`config.mk`:
```
export PLATFORM = sky130hd
export DESIGN_NAME = mii_rx_status
export DESIGN_NICKNAME = d
export VERILOG_FILES = /design/src/rtl/mii_rx_pkg.sv /design/src/rtl/mii_rx_carrier.sv /design/src/rtl/mii_rx_errsel.sv /design/src/rtl/mii_rx_status.sv
export SDC_FILE = /design/constraint.sdc
export NUM_CORES = 1
export LEC_CHECK = 0
export BUFFER_PORTS_ARGS = -buffer_cell sky130_fd_sc_hd__buf_2
export CORE_AREA = 2 2 39 41
export DETAILED_ROUTE_END_ITERATION = 8
export DIE_AREA = 0 0 41 43
export HOLD_SLACK_MARGIN = 0.15
export PLACE_DENSITY = 0.74
export SYNTH_ARGS = -nofsm -noshare
export SYNTH_HDL_FRONTEND = slang
export SYNTH_SLANG_ARGS = --single-unit
```
`constraint.sdc`:
```
create_clock -name clk -period 2 [get_ports clk]
set_input_delay 0.4 -clock clk [delete_from_list [all_inputs] [get_ports clk]]
set_output_delay 0.4 -clock clk [all_outputs]
set_load 0.02 [all_outputs]
```
`src/rtl/mii_rx_pkg.sv`:
```
package mii_rx_pkg;
    localparam int NIB_W = 4;
    typedef logic [NIB_W-1:0] nib_t;

    localparam nib_t CODE_PKT  = 4'h2;
    localparam nib_t CODE_LINK = 4'h3;
    localparam nib_t CODE_PREM = 4'h4;
    localparam nib_t CODE_SYM  = 4'h5;

    typedef enum logic [2:0] {
        ST_IDLE,
        ST_DATA,
        ST_ERROR,
        ST_SERIAL,
        ST_BYPASS
    } rx_state_e;

    typedef struct packed {
        logic sym;
        logic prem;
        logic link;
        logic pkt;
    } err_flags_t;
endpackage

```
`src/rtl/mii_rx_carrier.sv`:
```
module mii_rx_carrier (
    input  logic tx_en,
    input  logic rx_active,
    input  logic full_duplex,
    input  logic serial10,
    input  logic jabber_expired,
    input  logic crs_rx_only,
    output logic col,
    output logic crs
);
    always_comb begin
        if (serial10)
            col = jabber_expired;
        else if (full_duplex)
            col = 1'b0;
        else
            col = tx_en & rx_active;
    end

    assign crs = crs_rx_only ? rx_active : (tx_en | rx_active);
endmodule

```
`src/rtl/mii_rx_errsel.sv`:
```
module mii_rx_errsel
    import mii_rx_pkg::*;
(
    input  err_flags_t flags,
    input  logic       link_en,
    input  logic       pkt_en,
    output logic       hit,
    output nib_t       code
);
    // fixed priority: code error, premature end, link, packet
    always_comb begin
        hit  = 1'b1;
        code = CODE_SYM;
        if (flags.sym)
            code = CODE_SYM;
        else if (flags.prem)
            code = CODE_PREM;
        else if (flags.link && link_en)
            code = CODE_LINK;
        else if (flags.pkt && pkt_en)
            code = CODE_PKT;
        else begin
            hit  = 1'b0;
            code = '0;
        end
    end
endmodule

```
`src/rtl/mii_rx_status.sv`:
```
module mii_rx_status
    import mii_rx_pkg::*;
(
    input  logic             clk,
    input  logic             rst_n,
    input  logic             speed_100,
    input  logic             full_duplex,
    input  logic             serial_mode,
    input  logic             bypass,
    input  logic             crs_rx_only,
    input  logic             pkt_err_en,
    input  logic             link_err_en,
    input  logic             tx_en,
    input  logic             rx_active,
    input  logic             jabber_expired,
    input  logic             dec_valid,
    input  logic [NIB_W-1:0] dec_nibble,
    input  logic             dec_bit4,
    input  logic             serial_bit,
    input  logic             err_code,
    input  logic             err_premature,
    input  logic             err_link,
    input  logic             err_packet,
    output logic             col,
    output logic             crs,
    output logic             rx_dv,
    output logic             rx_er,
    output logic [NIB_W-1:0] rxd,
    output logic [NIB_W-1:0] rxd_oe
);
    localparam nib_t OE_SERIAL = nib_t'(1);
    localparam nib_t OE_ALL    = '1;

    logic       serial10;
    logic       bypass100;
    logic       err_hit;
    nib_t       err_nib;
    err_flags_t flags;
    rx_state_e  state_q;
    rx_state_e  state_d;

    assign serial10  = serial_mode & ~speed_100;
    assign bypass100 = bypass & speed_100;
    assign flags     = '{sym: err_code, prem: err_premature, link: err_link, pkt: err_packet};

    mii_rx_carrier u_carrier (
        .tx_en          (tx_en),
        .rx_active      (rx_active),
        .full_duplex    (full_duplex),
        .serial10       (serial10),
        .jabber_expired (jabber_expired),
        .crs_rx_only    (crs_rx_only),
        .col            (col),
        .crs            (crs)
    );

    mii_rx_errsel u_errsel (
        .flags   (flags),
        .link_en (link_err_en),
        .pkt_en  (pkt_err_en),
        .hit     (err_hit),
        .code    (err_nib)
    );

    // next-state selection, mode before error before data
    always_comb begin
        if (serial10)
            state_d = ST_SERIAL;
        else if (bypass100)
            state_d = ST_BYPASS;
        else if (speed_100 && err_hit)
            state_d = ST_ERROR;
        else if (dec_valid)
            state_d = ST_DATA;
        else
            state_d = ST_IDLE;
    end

    always_ff @(posedge clk) begin
        if (!rst_n)
            state_q <= ST_IDLE;
        else
            state_q <= state_d;
    end

    always_ff @(posedge clk) begin
        if (!rst_n) begin
            rx_dv  <= 1'b0;
            rx_er  <= 1'b0;
            rxd    <= '0;
            rxd_oe <= OE_ALL;
        end else begin
            unique case (state_d)
                ST_SERIAL: begin
                    rx_dv  <= 1'b0;
                    rx_er  <= 1'b0;
                    rxd    <= {{(NIB_W-1){1'b0}}, serial_bit};
                    rxd_oe <= OE_SERIAL;
                end
                ST_BYPASS: begin
                    rx_dv  <= dec_valid;
                    rx_er  <= dec_bit4;
                    rxd    <= dec_nibble;
                    rxd_oe <= OE_ALL;
                end
                ST_ERROR: begin
                    rx_dv  <= dec_valid;
                    rx_er  <= 1'b1;
                    rxd    <= err_nib;
                    rxd_oe <= OE_ALL;
                end
                ST_DATA: begin
                    rx_dv  <= 1'b1;
                    rx_er  <= 1'b0;
                    rxd    <= dec_nibble;
                    rxd_oe <= OE_ALL;
                end
                default: begin
                    rx_dv  <= 1'b0;
                    rx_er  <= 1'b0;
                    rxd    <= '0;
                    rxd_oe <= OE_ALL;
                end
            endcase
        end
    end

    p_col_and_r1: assert property (@(posedge clk) disable iff (!rst_n)
        (!full_duplex && !serial10) |-> (col == (tx_en && rx_active)));

    p_col_fdx_r2: assert property (@(posedge clk) disable iff (!rst_n)
        (full_duplex && !serial10) |-> !col);

    p_crs_rxonly_r3: assert property (@(posedge clk) disable iff (!rst_n)
        crs_rx_only |-> (crs == rx_active));

    p_crs_in_col_r3: assert property (@(posedge clk) disable iff (!rst_n)
        (col && !serial10 && !crs_rx_only) |-> crs);

    p_err_code_r4: assert property (@(posedge clk) disable iff (!rst_n)
        ($past(rst_n) && rx_er && state_q == ST_ERROR)
            |-> (rxd >= CODE_PKT && rxd <= CODE_SYM));

    p_serial_pins_r6: assert property (@(posedge clk) disable iff (!rst_n)
        (state_q == ST_SERIAL) |-> (rxd_oe == OE_SERIAL && !rx_dv && !rx_er));

    p_col_jabber_r7: assert property (@(posedge clk) disable iff (!rst_n)
        serial10 |-> (col == jabber_expired));

    p_no_er_10m_r11: assert property (@(posedge clk) disable iff (!rst_n)
        ($past(rst_n) && !$past(speed_100)) |-> !rx_er);
endmodule

```
==> impl_metrics.tcl, run 1 <==
set metrics [dict create \
    grt_pass1_wl_um 1370 \
    cts.clk_slew.worst_paths_ns 0.05 \
    min_path_type "input pin to flip-flop" \
    synthArstFlopShare 0 \
    syn-instance-count 44 \
    rsz0062_at_grt "false" \
    dp_slack_ns 0.523 \
    fin_area_um2 554 \
    placed_area_um2 528 \
    combPwrFrac 0.245 \
    synth_fp_nets 67 \
    place.gp.congestion 0.729 \
    crit_fanout 6 \
    cp-start-kind "input pin" \
    pwr-share-clk 0.336 \
    p_int_w 0.000261 \
    cap_violations 0 \
    synth-edff-count 0 \
    worstPathArrival_ns 1.07 \
    cp.depth 5 \
    overflow 0 \
    hold_depth 2 \
    clock.fmax_mhz 679 \
    fin_worst_hold_slack_ns 0.385 \
    hold_viol 0 \
    row_count 14 \
    peakVddDrop_mv 0.191 \
    path_common_cell "buf_2" \
    synth_seq_cells 7 \
    post_synth.cell_area_avg_um2 8.30 \
    p_total_w 0.000357 \
    wl_met1_um 341 \
    first_pass_iters 2 \
    port_buffers 33 \
    finalMaxSlewViolations 0 \
    h-tree-depth 1 \
    p_sw_w 0.0000960 \
    grtUsageTotal 0.116 \
    drive_above_1_share 0.500 \
    setup_violations 0 \
    yosys_warnings 0 \
    wl_met2_um 462 \
    path_cells "buf_2, nor2b_2, nand2_1, o31ai_1, buf_2" \
    yosysTopAreaCell "dfxtp_1" \
    coreArea_mm2 0.00138 \
    antenna_found_initial 0 \
    sw_frac_of_total 0.269 \
    finalWorstSetupSlack_ns 0.528 \
    clock-sinks 7 \
    endpoint "col" \
    power_density_mw_per_mm2 644 \
    grt_start_max_net_pins 7 \
    ys_seq_area_frac 0.384 \
    critPathRequiredTime_ns 1.60 \
    synth_top_area_frac 0.384 \
    wl_per_cell_um 9.38 \
    viasPerCell 4.31 \
    drtIter0Drc 3 \
    ios 35 \
    status "completed" \
    yosys.cell_types.count 21 \
    cts_buffers 3 \
    wirelength_um 882 \
    post_cts_resized 0 \
    max_stage_delay_ns 0.21 \
    route.detailed.drc 0 \
    cp_slowest_cell "nor2b_2" \
    cts_hold_buf 0 \
    finalWorstPathRequiredPeriod_ns 1.47 \
    power.leakage_nw 0.290 \
    n_antenna_cell 0 \
    fill_cells 154 \
    top_layer_used "met3" \
    dp_hpwl_um 781 \
    antenna_left 0 \
    grt_pass1_vias 373 \
    tritoncts "built" \
    postCtsSetupRepairBufs 0 \
    cts_max_path_buffers 2 \
    vias 405 \
    synth_area_um2 365 \
    finalCritPeriodShare 0.736 \
    synth_flop_cell "dfxtp_1" \
    dieArea_mm2 0.00176 \
    nets 102 \
    sequentialPowerShare 0.418 \
    areaGrowthSynthToFinish_pct 51.7 \
    tns_ns 0 \
    cp_top_family "buffers and inverters" \
    ctsRootBufferMaster "clkbuf_4" \
    chipHeight_um 43 \
    wl_met3_um 77 \
    start_util 0.264 \
    fp.dieW_um 41 \
    synthTopCellsByArea "dfxtp_1, nand2_1, buf_4, nor2_1, o31ai_4" \
    cp-end-kind "output port" \
    critPathBufInv 2 \
    path_class "input pin to output port" \
    critPathLaunch "speed_100" \
    synth_commonest_cells "dfxtp_1, nand2_1, nor2_1" \
]
-- metal layers --
| layer | track usage | up-vias |
|---|---|---|
| met4 | 0.100 | 0 |
| li1 | - | 218 |
| met1 | 0.113 | 169 |
| met5 | 0 | - |
| met2 | 0.203 | 18 |
| met3 | 0 | 0 |
-- worst min path at each step --
stage | start | end
after floorplan | rst_n | rxd_oe[2]
after global placement | rst_n | rxd_oe[2]
after detailed placement | rst_n | rxd_oe[2]
after CTS | rst_n | rxd_oe[2]
after global routing | rst_n | rxd_oe[2]
final | rst_n | rxd_oe[2]
-- through the flow --
stage                     cells  utilization
after floorplan              44            -
after global placement       90        0.382
after detailed placement     90        0.382
after CTS                    94        0.401
after global routing         94        0.401
final                        94        0.401
-- cell type report --
type                    count  area [um^2]  area share
multi-input cells          32          195       0.352
repair buffers             33          165       0.298
flip-flops and latches      7          140       0.253
clock buffers               4         26.3      0.0474
well taps                  16         20.0      0.0361
inverters                   2         7.51      0.0135
-- cells in the final DEF, fill, tap and decap left out --
| cell type | count |
|---|---|
| buf_2 | 33 |
| clkbuf_1 | 1 |
| o31ai_1 | 1 |
| a211o_1 | 1 |
| inv_1 | 2 |
| a32oi_1 | 1 |
| nor2_1 | 6 |
| clkbuf_4 | 3 |
| and4_1 | 1 |
| o31ai_4 | 1 |
| conb_1 | 1 |
| o21bai_1 | 1 |
| nor2b_2 | 1 |
| a21oi_2 | 1 |
| a31oi_1 | 2 |
| a31o_1 | 1 |
| dfxtp_1 | 7 |
| a21boi_0 | 1 |
| nand2b_1 | 1 |
| a21o_1 | 1 |
| nand3_1 | 2 |
| nand2_1 | 7 |
| o21ai_0 | 2 |
-- cells by family (layout without fill, tap and decap cells) --
logic type      Yosys count  after routing  synth area share
simple gates             18             18             0.226
flops                     7              7             0.384
buf+inv                   5             39            0.0822
other cells               1              1            0.0103
compound gates           13             13             0.298
-- registers in the layout, indices dropped and copies added, names as in the netlist --
name	count
rx_dv	1
rx_er	1
rxd_oe	1
rxd	4
-- power groups by stage --
stage                     combinational, W  sequential [W]  clock, W
final                            0.0000876        0.000149  0.000120
after global routing             0.0000971        0.000150  0.000132
after floorplan                  0.0000400        0.000163         0
after CTS                        0.0000886        0.000149  0.000127
after global placement           0.0000859        0.000152         0
after detailed placement         0.0000883        0.000152         0
Power figures use the tool's default switching activity.
==> run 2: changes to the inputs <==
==> constraint.sdc (replaced) <==
create_clock -name clk -period 1.49 [get_ports clk]
set_input_delay 0.298 -clock clk [delete_from_list [all_inputs] [get_ports clk]]
set_output_delay 0.298 -clock clk [all_outputs]
set_load 0.02 [all_outputs]
==> run 2 against run 1 <==
Largest cell class unchanged. Clock power is 32% higher. Worst setup slack worse by 0.31 ns. Total power is 33% higher. Core utilization stayed put. Critical path depth is 1 lower.
==> impl_metrics.tcl, run 2 (synthesis gave the netlist of run 1 again) <==
set metrics [dict create \
    status "completed" \
    placed_area_um2 528 \
    overflow 0 \
    vias 410 \
    areaGrowthSynthToFinish_pct 51.7 \
    ctsRootBufferMaster "clkbuf_4" \
    cp_slowest_cell "o31ai_1" \
    largest_reg_flops 4 \
    grt_start_max_net_pins 7 \
    setup_violations 0 \
    drtIter0Drc 7 \
    wl_per_cell_um 8.83 \
    critPathRequiredTime_ns 1.19 \
    antenna_left 0 \
    cp-start-kind "input pin" \
    path_class "input pin to output port" \
    path_cells "buf_2, nor2b_2, o31ai_1, buf_2" \
    finalWorstSetupSlack_ns 0.214 \
    finalWorstPathRequiredPeriod_ns 1.28 \
    min_path_type "input pin to flip-flop" \
    drive_above_1_share 0.500 \
    combPwrFrac 0.245 \
    hold_viol 0 \
    hold_depth 2 \
    layout_commonest_cell "buf_2" \
    dp_hpwl_um 755 \
    critPathLaunch "serial_mode" \
    fp.dieW_um 41 \
    wirelength_um 830 \
    sw_frac_of_total 0.264 \
    grt_pass1_vias 363 \
    rsz0062_at_grt "false" \
    finalCritPeriodShare 0.856 \
    antenna_found_initial 0 \
    row_count 14 \
    pwr-share-clk 0.334 \
    chipHeight_um 43 \
    grt_pass1_wl_um 1320 \
    grtUsageTotal 0.111 \
    peakVddDrop_mv 0.242 \
    clock.fmax_mhz 784 \
    hold_path.startpoint "rst_n" \
    finalMaxSlewViolations 0 \
    fin_area_um2 554 \
    place.gp.congestion 0.724 \
    viasPerCell 4.36 \
    power.leakage_nw 0.290 \
    power_density_mw_per_mm2 858 \
    tritoncts "built" \
    first_pass_iters 3 \
    cts_max_path_buffers 2 \
    nets 102 \
    largest-register "rxd" \
    postCtsSetupRepairBufs 0 \
    crit_fanout 6 \
    cts_buffers 3 \
    h-tree-depth 1 \
    route.detailed.drc 0 \
    port_buffers 33 \
    start_util 0.264 \
    ios 35 \
    sequentialPowerShare 0.422 \
    cts_hold_buf 0 \
    final_cells 94 \
    p_int_w 0.000350 \
    max_stage_delay_ns 0.21 \
    dieArea_mm2 0.00176 \
    tns_ns 0 \
    cap_violations 0 \
    coreArea_mm2 0.00138 \
    n_antenna_cell 0 \
    cts.clk_slew.worst_paths_ns 0.05 \
    worstPathArrival_ns 0.98 \
    layout_common_cells "buf_2, nand2_1, dfxtp_1" \
    path_common_cell "buf_2" \
    p_sw_w 0.000126 \
    post_cts_resized 0 \
    placed_cells 90 \
    cp-end-kind "output port" \
    dp_slack_ns 0.203 \
    clock-sinks 7 \
]
-- run 2: cell counts in the layout (fill, tap and decap cells not counted) --
Identical to the previous run, type by type.
-- run 2: power by group through the flow --
stage | clock network, W | registers [W] | logic, W
2_1_floorplan | 0 | 0.000219 | 0.0000538
3_3_place_gp | 0 | 0.000204 | 0.000115
3_5_place_dp | 0 | 0.000204 | 0.000117
4_1_cts | 0.000165 | 0.000201 | 0.000117
5_1_grt | 0.000173 | 0.000201 | 0.000130
6_report | 0.000159 | 0.000201 | 0.000116
-- run 2: final timing paths --
kind / to / slack (ns)
worst min-delay path: rxd_oe[2] / 0.28
worst max-delay path: col / 0.21
-- run 2: cell type report --
type                            instances  area, um^2
Inverter                                2        7.51
Sequential cell                         7         140
Tap cell                               16        20.0
Clock buffer                            4        26.3
Timing Repair Buffer                   33         165
Fill cell                             154         830
Multi-Input combinational cell         32         195
-- run 2: stage by stage --
| step | hold slack [ns] | power (W) | utilization |
|---|---|---|---|
| 2_1_floorplan | 0.360 | 0.000272 | - |
| 3_3_place_gp | 0.527 | 0.000319 | 0.382 |
| 3_5_place_dp | 0.531 | 0.000322 | 0.382 |
| 4_1_cts | 0.280 | 0.000484 | 0.401 |
| 5_1_grt | 0.285 | 0.000503 | 0.401 |
| 6_report | 0.284 | 0.000476 | 0.401 |
-- run 2: critical path: cells and delay by family --
family,cells,cell delay [ns]
AND/OR/NAND/NOR,1,0.17
buffers and inverters,2,0.29
AO/OA/AOI/OAI,1,0.21
-- run 2: routing by layer --
| metal | GRT usage | vias to the layer above | routed length, um |
|---|---|---|---|
| met5 | 0 | - | 0 |
| met4 | 0.100 | 0 | 0 |
| met3 | 0 | 0 | 68 |
| met2 | 0.191 | 18 | 433 |
| met1 | 0.110 | 172 | 328 |
| li1 | - | 220 | - |
